[config.mk]
export PLATFORM = sky130hd
export DESIGN_NAME = spim_master
export DESIGN_NICKNAME = d
export VERILOG_FILES = /design/src/rtl/spim_pkg.sv /design/src/rtl/spim_rate_div.sv /design/src/rtl/spim_engine.sv /design/src/rtl/spim_master.sv
export SDC_FILE = /design/constraint.sdc
export NUM_CORES = 1
export LEC_CHECK = 0
export ABC_AREA = 1
export ABC_CLOCK_PERIOD_IN_PS = 2560
export CORE_MARGIN = 2
export CORE_UTILIZATION = 55
export CTS_BUF_LIST = sky130_fd_sc_hd__clkbuf_8
export DETAILED_ROUTE_END_ITERATION = 10
export GPL_TIMING_DRIVEN = 1
export PLACE_DENSITY = 0.77
export RECOVER_POWER = 100
export SLEW_MARGIN = 5
export SYNTH_ARGS = -nofsm -noshare
export SYNTH_HDL_FRONTEND = slang
export SYNTH_HIERARCHICAL = 1
export SYNTH_SLANG_ARGS = --single-unit
[constraint.sdc]
create_clock -name clk -period 2.56 [get_ports clk]
set_input_delay 0.512 -clock clk [delete_from_list [all_inputs] [get_ports clk]]
set_output_delay 0.512 -clock clk [all_outputs]
set_load 0.02 [all_outputs]
[src/rtl/spim_pkg.sv]
// Shared constants and types for the SPI master.
// Assumes a 2-bit register address space and an 8-bit register port.
package spim_pkg;
    localparam int SPIM_RATE_W = 3;

    localparam logic [1:0] ADDR_CTRL = 2'd0;
    localparam logic [1:0] ADDR_DATA = 2'd1;
    localparam logic [1:0] ADDR_STAT = 2'd2;

    // Transfer configuration held in the control register.
    typedef struct packed {
        logic                   ien;
        logic                   cpol;
        logic                   cpha;
        logic [SPIM_RATE_W-1:0] rate;
    } spim_cfg_t;
endpackage

[src/rtl/spim_rate_div.sv]
// Divider producing one-clock ticks at each SCK half-period.
// A tick comes every 2^rate clocks while en is high. clr restarts the count.
// Assumes rate is stable while en is high.
module spim_rate_div #(
    parameter int RATE_W = 3
) (
    input  logic              clk,
    input  logic              rst_n,
    input  logic              clr,
    input  logic              en,
    input  logic [RATE_W-1:0] rate,
    output logic              tick
);
    localparam int CW = (1 << RATE_W) - 1;

    logic [CW-1:0] cnt;
    logic [CW:0]   span;
    logic [CW-1:0] lim;

    // Terminal count for the selected rate.
    always_comb begin
        span = (CW+1)'(1) << rate;
        lim  = CW'(span - 1'b1);
    end

    assign tick = en && (cnt == lim);

    // Count clocks inside the half-period.
    always_ff @(posedge clk) begin
        if (!rst_n || clr) begin
            cnt <= '0;
        end else if (en) begin
            cnt <= tick ? '0 : cnt + 1'b1;
        end
    end

    // the count never runs past the terminal value.
    a_r1_cnt_bound: assert property (@(posedge clk) disable iff (!rst_n)
        en |-> cnt <= lim);
endmodule

[src/rtl/spim_engine.sv]
// Shift engine for a single byte transfer.
// On start it captures the byte and the configuration, then runs 2*DATA_W
// SCK edges. It shifts MSB first, samples on the edges the phase selects and
// pulses done on the last edge with rx_o valid in that cycle.
// Assumes start is asserted only while run_o is low.
module spim_engine
    import spim_pkg::*;
#(
    parameter int DATA_W = 8
) (
    input  logic              clk,
    input  logic              rst_n,
    input  logic              start,
    input  logic [DATA_W-1:0] tx_byte,
    input  spim_cfg_t         cfg_i,
    input  logic              miso,
    output logic              run_o,
    output logic              done_o,
    output logic [DATA_W-1:0] rx_o,
    output logic              sck_o,
    output logic              mosi_o
);
    localparam int EW = $clog2(2 * DATA_W);
    localparam logic [EW-1:0] LAST_EDGE = EW'(2 * DATA_W - 1);

    spim_cfg_t         cfg_q;
    logic              run;
    logic [EW-1:0]     ecnt;
    logic [DATA_W-1:0] tsr;
    logic [DATA_W-1:0] rsr;
    logic              sck_q;
    logic              tick;
    logic              last;
    logic              sample_now;
    logic              shift_now;
    logic [DATA_W-1:0] rsr_nx;

    spim_rate_div #(.RATE_W(SPIM_RATE_W)) u_div (
        .clk   (clk),
        .rst_n (rst_n),
        .clr   (start),
        .en    (run),
        .rate  (cfg_q.rate),
        .tick  (tick)
    );

    // Edge classification: even edge count is a leading edge.
    always_comb begin
        last       = (ecnt == LAST_EDGE);
        sample_now = run && tick && (cfg_q.cpha ? ecnt[0] : ~ecnt[0]);
        shift_now  = run && tick && (cfg_q.cpha ? (~ecnt[0] && ecnt != '0)
                                                : (ecnt[0] && !last));
        rsr_nx     = sample_now ? {rsr[DATA_W-2:0], miso} : rsr;
    end

    // Transfer sequencing, SCK toggling and both shift registers.
    always_ff @(posedge clk) begin
        if (!rst_n) begin
            cfg_q <= '0;
            run   <= 1'b0;
            ecnt  <= '0;
            tsr   <= '0;
            rsr   <= '0;
            sck_q <= 1'b0;
        end else if (start) begin
            cfg_q <= cfg_i;
            run   <= 1'b1;
            ecnt  <= '0;
            tsr   <= tx_byte;
            rsr   <= '0;
            sck_q <= cfg_i.cpol;
        end else if (run && tick) begin
            sck_q <= ~sck_q;
            ecnt  <= ecnt + 1'b1;
            rsr   <= rsr_nx;
            if (shift_now) tsr <= {tsr[DATA_W-2:0], 1'b0};
            if (last) run <= 1'b0;
        end
    end

    assign run_o  = run;
    assign done_o = run && tick && last;
    assign rx_o   = rsr_nx;
    assign sck_o  = run ? sck_q : cfg_i.cpol;
    assign mosi_o = tsr[DATA_W-1];

    // an even number of edges brings SCK back to the captured polarity.
    a_r3_sck_returns: assert property (@(posedge clk) disable iff (!rst_n)
        $fell(run) |-> sck_q == cfg_q.cpol);

    // the captured configuration holds for the whole transfer.
    a_r8_cfg_held: assert property (@(posedge clk) disable iff (!rst_n)
        run && $past(run) && !$past(start) |-> $stable(cfg_q));
endmodule

[src/rtl/spim_master.sv]
// Register-mapped SPI master (top level).
// Holds the control, transmit, receive and pending state and decodes the
// register port. It hands bytes to the shift engine one at a time.
// Assumes bus_wr is a single-clock strobe and reads have no side effects.
module spim_master
    import spim_pkg::*;
#(
    parameter int DATA_W = 8
) (
    input  logic              clk,
    input  logic              rst_n,
    input  logic [1:0]        bus_addr,
    input  logic              bus_wr,
    input  logic [DATA_W-1:0] bus_wdata,
    output logic [DATA_W-1:0] bus_rdata,
    output logic              irq,
    output logic              sck,
    output logic              mosi,
    input  logic              miso,
    output logic              cs_n
);
    localparam int CFG_W = $bits(spim_cfg_t);

    spim_cfg_t         ctrl_q;
    logic [DATA_W-1:0] tx_q;
    logic              tx_full;
    logic [DATA_W-1:0] rx_q;
    logic              pend;
    logic              wr_ctrl, wr_data, wr_stat;
    logic              start;
    logic              busy;
    logic              done;
    logic [DATA_W-1:0] eng_rx;

    // Register write decode.
    always_comb begin
        wr_ctrl = bus_wr && (bus_addr == ADDR_CTRL);
        wr_data = bus_wr && (bus_addr == ADDR_DATA);
        wr_stat = bus_wr && (bus_addr == ADDR_STAT);
        start   = tx_full && !busy;
    end

    // Control register.
    always_ff @(posedge clk) begin
        if (!rst_n)       ctrl_q <= '0;
        else if (wr_ctrl) ctrl_q <= spim_cfg_t'(bus_wdata[CFG_W-1:0]);
    end

    // Transmit buffer and its full flag; a new write wins over a load.
    always_ff @(posedge clk) begin
        if (!rst_n) begin
            tx_q    <= '0;
            tx_full <= 1'b0;
        end else if (wr_data) begin
            tx_q    <= bus_wdata;
            tx_full <= 1'b1;
        end else if (start) begin
            tx_full <= 1'b0;
        end
    end

    // Receive buffer, loaded on the completing edge.
    always_ff @(posedge clk) begin
        if (!rst_n)    rx_q <= '0;
        else if (done) rx_q <= eng_rx;
    end

    // Sticky completion flag, cleared by writing 1; a completion wins.
    always_ff @(posedge clk) begin
        if (!rst_n)                    pend <= 1'b0;
        else if (done)                 pend <= 1'b1;
        else if (wr_stat && bus_wdata[2]) pend <= 1'b0;
    end

    spim_engine #(.DATA_W(DATA_W)) u_eng (
        .clk     (clk),
        .rst_n   (rst_n),
        .start   (start),
        .tx_byte (tx_q),
        .cfg_i   (ctrl_q),
        .miso    (miso),
        .run_o   (busy),
        .done_o  (done),
        .rx_o    (eng_rx),
        .sck_o   (sck),
        .mosi_o  (mosi)
    );

    // Register read mux.
    always_comb begin
        bus_rdata = '0;
        case (bus_addr)
            ADDR_CTRL: bus_rdata[CFG_W-1:0] = ctrl_q;
            ADDR_DATA: bus_rdata = rx_q;
            ADDR_STAT: bus_rdata[2:0] = {pend, tx_full, busy};
            default:   bus_rdata = '0;
        endcase
    end

    assign irq  = pend && ctrl_q.ien;
    assign cs_n = !busy;

    // idle SCK follows the programmed polarity.
    a_r2_idle_sck: assert property (@(posedge clk) disable iff (!rst_n)
        cs_n |-> sck == ctrl_q.cpol);

    // the load empties the buffer unless a new byte arrived that clock.
    a_r4_full_clears: assert property (@(posedge clk) disable iff (!rst_n)
        $rose(busy) && !$past(wr_data) |-> !tx_full);

    // completion and the pending flag land on the same clock.
    a_r5_done_pend: assert property (@(posedge clk) disable iff (!rst_n)
        $fell(busy) |-> pend);

    // the request never fires with the enable off.
    a_r6_irq_gate: assert property (@(posedge clk) disable iff (!rst_n)
        irq |-> ctrl_q.ien);

    // a held byte starts one clock after completion.
    a_r7_back_to_back: assert property (@(posedge clk) disable iff (!rst_n)
        $fell(busy) && tx_full |=> busy);
endmodule

==> results.yml, run 1 <==
cells_and_area:
  fin_area_sq_um: 3280
  fin_nets: 446
  drive_gt1_frac: 0.118
  n_antenna_cell: 0
  synthToLayoutAreaGrowth_pct: 16.3
  post-route-util: 0.651
cts:
  htree_levels: 3
  root_buffer: "clkbuf_8"
  cts.sinks: 57
  clk_latency_ns: 0.33
  cts_tree: "done"
  post-cts-setup-buffers: 0
  cts_made_buffers: 9
  clk_pin_slew_ns: 0.06
  cts_max_path_buffers: 2
power_and_ir_drop:
  total_power_mw: 1.81
  p_leak_nw: 1.50
  peakVddDrop_mv: 0.378
  powerDensity_nw_per_um2: 551
critical_path:
  path_class: "primary input to primary output"
  worstPathMaxFanout: 4
  worstPathRequired_ns: 2.05
  critPathCaptureType: "primary output"
  start_kind: "primary input"
  worstPathArrival_ns: 1.93
route:
  post_drt_wl_per_cell_microns: 11.5
  first_pass_iters: 4
  vias: 2498
  route.detailed.drc: 0
  wl_microns: 5780
  ant_nets: 0
  drt_iter0_drc: 87
  avgViaCountPerCell: 4.96
timing:
  final_max_slew_viol_count: 0
  setup_viol: 0
  skew_ns: 0.00753
  final.setup.worst_slack_ns: 0.123
  rsz0062_at_grt: "no"
  min_period_ns: 2.44
  worst_hold_slack_ns: 0.462
  max_slew_margin: 0.473
  fmax_ghz: 0.410
  hold_viol: 0
  finalCritPeriodShare: 0.952
  worst_pin_slew_ns: 0.790
placement:
  gp_congestion: 0.926
  io_buffers: 25
  pre_cts_ws_ns: -0.0849
  placed_area_sq_um: 3130
  dp_hpwl_microns: 4230
yosys:
  syn_area_sq_um: 2820
  yosysSeqAreaShare: 0.404
  post_synth_fa_ha_maj_area_fraction: 0.0133
  muxShareOfSynthArea: 0.0146
  synth_fp_nets: 414
  synth_top_family_by_area: "simple AND/OR/NAND/NOR gates"
  yosysUniqueCellTypes: 33
  synth_xor_area_frac: 0.0124
  yosys.area_share.simple: 0.319
  ys_seq_elements: 57
  yosys_warnings: 6
  synth_compound_area_frac: 0.134
  avgSynthCellArea_sq_um: 7.11
  syn_inst: 397
global_routing:
  grt_max_degree: 22
  antenna_found_initial: 0
  grt_pass1_vias: 2198
  grt_pass1_wl_microns: 9520
  grt_use_total: 0.221
  grt.overflow.total: 0
die:
  rows: 26
  fp.dieArea_sq_um: 5720
  die_x_microns: 75.7
  coreArea_sq_um: 5040
  start_util: 0.560
  dieHeight_microns: 75.7
  io_pins: 26
run:
  cap_violations: 0
run_status:
  status: "completed"
worst_hold_path:
  min_path_type: "register to register"
==> per-stage QoR <==
stage | cells | setup TNS, ns
2_1_floorplan | 397 | 0
3_3_place_gp | 488 | -0.287
3_5_place_dp | 488 | -0.411
4_1_cts | 504 | 0
5_1_grt | 504 | 0
6_report | 504 | 0
==> placed cells by master, fill, tap and decap left out, types with 2 or more instances in the layout <==
| cell | synthesis | final |
|---|---|---|
| nand2_1 | 79 | 80 |
| nor2_1 | 58 | 58 |
| dfxtp_1 | 57 | 56 |
| inv_1 | 47 | 50 |
| nand3_1 | 32 | 32 |
| a21oi_1 | 30 | 30 |
| o21ai_0 | 24 | 24 |
| clkdlybuf4s50_1 | 0 | 12 |
| clkbuf_8 | 0 | 11 |
| nor2_2 | 9 | 9 |
| dlygate4sd2_1 | 0 | 8 |
| inv_2 | 7 | 6 |
| a211oi_1 | 6 | 6 |
| nor2_4 | 5 | 5 |
| dlygate4sd3_1 | 0 | 5 |
| nand2_4 | 4 | 4 |
| a22o_1 | 3 | 3 |
| nand2_2 | 4 | 3 |
| clkinv_2 | 0 | 3 |
| clkbuf_1 | 2 | 3 |
| xor2_1 | 3 | 3 |
| mux2i_1 | 3 | 3 |
| ha_1 | 3 | 3 |
| buf_4 | 1 | 2 |
| a211oi_2 | 2 | 2 |
==> flip-flops by register name, indices dropped and copies added, names as in the netlist <==
signal,flops
u_eng/run_o,1
u_eng/u_div/cnt,7
u_eng/sck_q,1
tx_full,1
u_eng/cfg_q,4
u_eng/ecnt,4
pend,1
u_eng/rsr,8
tx_q,8
ctrl_q,6
u_eng/tsr,8
rx_q,8
==> synth_stat cells <==
master,number,share of area
a211oi_1,6,0.016
a211oi_2,2,0.0089
a21oi_1,30,0.053
a22o_1,3,0.0093
buf_2,3,0.0053
buf_4,1,0.0027
buf_6,4,0.016
clkbuf_1,2,0.0027
clkinv_1,1,0.0013
dfxtp_1,57,0.40
ha_1,3,0.013
inv_1,47,0.062
inv_2,7,0.0093
inv_4,1,0.0022
mux2_2,1,0.0040
mux2i_1,3,0.011
nand2_1,79,0.11
nand2_2,4,0.0089
nand2_4,4,0.016
nand3_1,32,0.057
nand3b_1,1,0.0027
nand4_1,1,0.0022
nor2_1,58,0.077
nor2_2,9,0.020
nor2_4,5,0.020
nor2_8,1,0.0071
nor3_1,1,0.0018
o21ai_0,24,0.043
o21ai_1,1,0.0018
o21bai_1,1,0.0027
or2_2,1,0.0022
xnor2_1,1,0.0031
xor2_1,3,0.0093
==> logic make-up after synthesis <==
| logic type | count (synthesis) |
|---|---|
| flops | 57 |
| xor+xnor | 4 |
| simple gates | 196 |
| mux | 4 |
| buf+inv | 66 |
| compound gates | 67 |
| fa+ha+maj | 3 |
==> metal layers <==
layer	GRT usage	part of all wire
met5	0	0
met4	0.0994	0.014
met3	0.0556	0.040
met2	0.356	0.45
met1	0.281	0.49
==> critical path, stage by stage <==
cell	delay (ns)
dlygate4sd3_1	0.67
inv_1	0.06
nor2_1	0.20
nand2_1	0.08
nand3_1	0.07
dlygate4sd2_1	0.33
==> timing repair <==
action                     4_1_cts  5_1_grt
setup endpoints to repair        8        2
hold buffers                     0        0
gates resized for setup          8        1
==> worst paths after layout <==
path / start / to / slack, ns / depth (start not counted)
setup / recovery: bus_addr[1] / bus_rdata[1] / 0.12 / 6
hold / removal: rx_q[6] / rx_q[6] / 0.46 / 2
setup reg to reg: u_eng/cfg_q[1] / rx_q[6] / 0.23 / 15
hold reg to reg: rx_q[6] / rx_q[6] / 0.46 / 2
==> layout make-up <==
class,instances,area (sq um)
multi-input cells,274,1390
fillers,455,1760
clock buffers,11,151
clock inverters,5,22.5
inverters,56,213
repair buffers,31,274
well taps,70,87.6
flip-flops and latches,57,1140
==> where the power goes <==
group / switching [mW] / total, mW / internal [mW] / leakage (nW)
clock network: 0.337 / 0.728 / 0.391 / 0.101
registers: 0.0171 / 0.923 / 0.906 / 0.462
logic: 0.0953 / 0.157 / 0.0621 / 0.933
total: 0.449 / 1.81 / 1.36 / 1.50
Power figures use the tool's default switching activity.
==> run 2, diff against run 1 <==
--- a/config.mk
+++ b/config.mk
@@ -14,6 +14,7 @@
 export GPL_TIMING_DRIVEN = 1
 export PLACE_DENSITY = 0.77
 export RECOVER_POWER = 100
+export SKIP_CTS_REPAIR_TIMING = 1
 export SLEW_MARGIN = 5
 export SYNTH_ARGS = -nofsm -noshare
 export SYNTH_HDL_FRONTEND = slang
==> run 2 against run 1 <==
Hold slack worse by 0.0037 ns. First-iteration DRC count up 6.9%. Register-to-register slack about the same. Combinational power about the same. Cell count unchanged. Die area unchanged. Sequential share of layout area up 0.48 points. Largest cell class unchanged. Highest routed layer unchanged.
==> results.yml, run 2 (same netlist as run 1, synthesis figures left out) <==
critical_path:
  worstPathArrival_ns: 1.87
  path_class: "primary input to primary output"
  critPathMaxStageDelay_ns: 0.48
  worstPathRequired_ns: 2.05
  critPathCaptureType: "primary output"
  cp_slowest_cell: "clkdlybuf4s50_1"
  worstPathMaxFanout: 7
  start_kind: "primary input"
  worstPathCellList: "clkdlybuf4s50_1 > nor2_1 > a22o_1 > clkbuf_1"
power_and_ir_drop:
  p_leak_nw: 1.44
  powerDensity_nw_per_um2: 558
  peakVddDrop_mv: 0.377
cells_and_area:
  layout_commonest_cell: "nand2_1"
  mostFrequentLayoutCells: "80 x nand2_1, 58 x nor2_1, 56 x dfxtp_1"
  fin_nets: 446
  stdcell_count: 504
  drive_gt1_frac: 0.118
  synthToLayoutAreaGrowth_pct: 14.7
  n_antenna_cell: 0
placement:
  dp_cells: 488
  pre_cts_ws_ns: -0.0849
  dp_hpwl_microns: 4230
  io_buffers: 25
  gp_congestion: 0.926
die:
  start_util: 0.560
  dieHeight_microns: 75.7
  die_x_microns: 75.7
  coreArea_sq_um: 5040
  rows: 26
  io_pins: 26
  fp.dieArea_sq_um: 5720
global_routing:
  grt_pass1_vias: 2204
  grt_max_degree: 22
  antenna_found_initial: 0
  grt_pass1_wl_microns: 9540
  grt_use_total: 0.221
  grt.overflow.total: 0
worst_hold_path:
  min_path_type: "register to register"
route:
  ant_nets: 0
  avgViaCountPerCell: 4.95
  drt_iter0_drc: 93
  vias: 2493
  wl_microns: 5770
  route.detailed.drc: 0
  post_drt_wl_per_cell_microns: 11.5
  first_pass_iters: 4
cts:
  cts_max_path_buffers: 2
  cts.sinks: 57
  clk_latency_ns: 0.33
  root_buffer: "clkbuf_8"
  cts_tree: "done"
  htree_levels: 3
  cts_made_buffers: 9
  clk_pin_slew_ns: 0.06
timing:
  min_period_ns: 2.38
  worst_pin_slew_ns: 0.793
  max_slew_margin: 0.471
  skew_ns: 0.00675
  hold_viol: 0
  rsz0062_at_grt: "no"
  final_max_slew_viol_count: 0
  fmax_ghz: 0.419
  final.setup.worst_slack_ns: 0.175
  setup_viol: 0
  finalCritPeriodShare: 0.932
run_status:
  status: "completed"
run:
  cap_violations: 0
## run 2: metal layers
layer	up-vias	routed length [microns]	track usage
li1	1321	-	-
met1	1117	2840	0.281
met2	42	2610	0.357
met3	13	198	0.0556
met4	0	117	0.0994
met5	-	0	0
## run 2: critical path, delay by kind of cell
family          cells  cell delay [ns]
compound gates      1             0.24
buf+inv             2             0.72
simple gates        1             0.41
## run 2: layout make-up
class | instances | area, sq um
Fill cell | 463 | 1800
Multi-Input combinational cell | 274 | 1390
Sequential cell | 57 | 1140
Timing Repair Buffer | 31 | 234
Inverter | 56 | 213
Clock buffer | 11 | 151
Tap cell | 70 | 87.6
Clock inverter | 5 | 22.5
## run 2: final timing paths
check / start / end / slack [ns] / cells after the start
setup / recovery: bus_addr[1] / bus_rdata[5] / 0.18 / 4
setup reg to reg: u_eng/cfg_q[1] / rx_q[6] / 0.23 / 15
hold reg to reg: rx_q[6] / rx_q[6] / 0.46 / 2
hold / removal: rx_q[6] / rx_q[6] / 0.46 / 2
## run 2: through the flow
step	instance area, sq um	TNS [ns]	power, mW	hold WS (ns)	util
after global routing	3240	0	1.87	0.472	0.642
after CTS	3310	-0.462	1.82	0.461	0.656
after detailed placement	3130	-0.411	1.10	0.451	0.621
after floorplan	2820	0	1.05	0.434	-
final	3240	0	1.81	0.458	0.642
after global placement	3130	-0.287	1.10	0.445	0.621
## run 2: power breakdown
group          switching [mW]  internal [mW]
registers              0.0171          0.906
logic                  0.0948         0.0611
clock network           0.336          0.391
total                   0.448           1.36
==> run 3, diff against run 2 <==
--- a/config.mk
+++ b/config.mk
@@ -8,11 +8,10 @@
 export ABC_AREA = 1
 export ABC_CLOCK_PERIOD_IN_PS = 2560
 export CORE_MARGIN = 2
-export CORE_UTILIZATION = 55
+export CORE_UTILIZATION = 42
 export CTS_BUF_LIST = sky130_fd_sc_hd__clkbuf_8
 export DETAILED_ROUTE_END_ITERATION = 10
 export GPL_TIMING_DRIVEN = 1
-export PLACE_DENSITY = 0.77
 export RECOVER_POWER = 100
 export SKIP_CTS_REPAIR_TIMING = 1
 export SLEW_MARGIN = 5
==> run 3 against run 2 <==
Maximum frequency increased by 1.7%. Clock-buffer cell count increased by 1. Global-route usage decreased by 4.3 points. Highest routed layer unchanged.
==> results.yml, run 3 (same netlist as run 1, synthesis figures left out) <==
cells_and_area:
  fin_nets: 448
  layout_commonest_cell: "nand2_1"
  drive_gt1_frac: 0.119
  mostFrequentLayoutCells: "81 x nand2_1, 58 x nor2_1, 57 x dfxtp_1"
  post-route-util: 0.513
  synthToLayoutAreaGrowth_pct: 16.7
  n_antenna_cell: 0
power_and_ir_drop:
  pwr-share-seq: 0.474
  total_power_mw: 1.95
  powerDensity_nw_per_um2: 591
  peakVddDrop_mv: 0.274
  switching_share: 0.235
  power_frac_comb: 0.082
  p_int_mw: 1.49
  clockPowerShare: 0.444
  power.net_switching_uw: 458
  p_leak_nw: 1.45
critical_path:
  worstPathCellList: "dlygate4sd3_1 > inv_1 > nor2_4 > nand2_1 > nand3_1 > clkbuf_1"
  start_kind: "primary input"
  worstRegToRegCells: 16
  critPathMaxStageDelay_ns: 0.61
  path_class: "primary input to primary output"
  worstPathMaxFanout: 8
  crit_cells: 6
  worstPathArrival_ns: 1.83
  cp_top_family: "buffers and inverters"
  critPathBufInv: 3
  critPathCaptureType: "primary output"
  worstPathRequired_ns: 2.05
  cp_slowest_cell: "dlygate4sd3_1"
cts:
  cts.sinks: 57
  clk_pin_slew_ns: 0.06
  clk_latency_ns: 0.33
  cts_max_path_buffers: 2
  htree_levels: 3
  cts_made_buffers: 9
  cts_tree: "done"
  root_buffer: "clkbuf_8"
die:
  coreArea_sq_um: 6420
  rows: 29
  fp.dieArea_sq_um: 7400
  dieHeight_microns: 86
  die_x_microns: 86
  io_pins: 26
  start_util: 0.440
worst_hold_path:
  min_path_type: "register to register"
  holdPathStages: 2
route:
  highest_layer: "met4"
  avgViaCountPerCell: 4.90
  wl_met1_microns: 3190
  ant_nets: 0
  post_drt_wl_per_cell_microns: 12.0
  route.met3.wl_microns: 170
  route.met2.wl_microns: 2760
  route.detailed.drc: 0
  wl_microns: 6170
  first_pass_iters: 6
  vias: 2512
  drt_iter0_drc: 76
timing:
  tns_ns: 0
  final_max_slew_viol_count: 0
  setup_viol: 0
  rsz0062_at_grt: "no"
  worst_hold_slack_ns: 0.463
  skew_ns: 0.00747
  min_period_ns: 2.35
  max_slew_margin: 0.649
  hold_viol: 0
  finalCritPeriodShare: 0.916
  fmax_ghz: 0.426
  worst_pin_slew_ns: 0.524
global_routing:
  grt_pass1_wl_microns: 10400
  grt_max_degree: 20
  grt.overflow.total: 0
  antenna_found_initial: 0
  grt_use_total: 0.178
  grt_pass1_vias: 2290
placement:
  gp_congestion: 0.830
  io_buffers: 25
  dp_hpwl_microns: 4630
run:
  cap_violations: 0
run_status:
  status: "completed"
==> run 3: changes by cell type in the layout (fill, tap and decap cells not counted), sizes merged <==
cell	delta
bufinv	+1
dlygate4sd3	+3
buf	+3
clkinv	-2
clkdlybuf4s50	-3
==> run 3: layout make-up <==
type	instances	area, sq um
timing repair buffer	33	253
inverter	56	213
clock inverter	4	42.5
tap	77	96.3
fill	685	3130
multi-input combinational	274	1390
sequential	57	1140
clock buffer	12	165
==> run 3: power by group through the flow <==
| stage | Combinational (mW) | Clock [mW] | Sequential (mW) |
|---|---|---|---|
| finish | 0.159 | 0.865 | 0.923 |
| global route | 0.176 | 0.933 | 0.925 |
| floorplan | 0.111 | 0 | 0.937 |
| CTS | 0.166 | 0.889 | 0.923 |
| global placement | 0.164 | 0 | 0.942 |
| detailed placement | 0.165 | 0 | 0.943 |
==> run 3: through the flow <==
step	cell area [sq um]	cells	setup slack, ns
after floorplan	2820	397	0.535
after global placement	3160	497	-0.0506
after detailed placement	3160	497	-0.0589
after CTS	3360	513	-0.0787
after global routing	3300	513	0.0713
final	3300	513	0.214
==> run 3: worst paths after layout <==
check | from | end | slack, ns
setup / recovery | bus_addr[0] | bus_rdata[0] | 0.21
hold / removal | rx_q[7] | rx_q[7] | 0.46
setup reg to reg | u_eng/cfg_q[2] | u_eng/tsr[1] | 0.30
hold reg to reg | rx_q[7] | rx_q[7] | 0.46
==> run 3: worst register-to-register path: stages, from the launching register on <==
cell     delay, ns
dfxtp_1       0.53
nand2_1       0.12
nand2_1       0.09
nand2_1       0.05
nand2_1       0.05
nand2_1       0.07
nor2_4        0.12
nand2_4       0.08
nor2_8        0.15
nand2_2       0.14
inv_2         0.12
buf_4         0.15
nand2_1       0.19
nand2_4       0.16
nand2_1       0.07
nand2_1       0.05
nor2_1        0.03
==> run 3: layer usage <==
metal | up-vias | global-route usage
met1 | 1145 | 0.237
met4 | 0 | 0.0649
met3 | 4 | 0.0443
met2 | 32 | 0.280
met5 | - | 0
li1 | 1331 | -
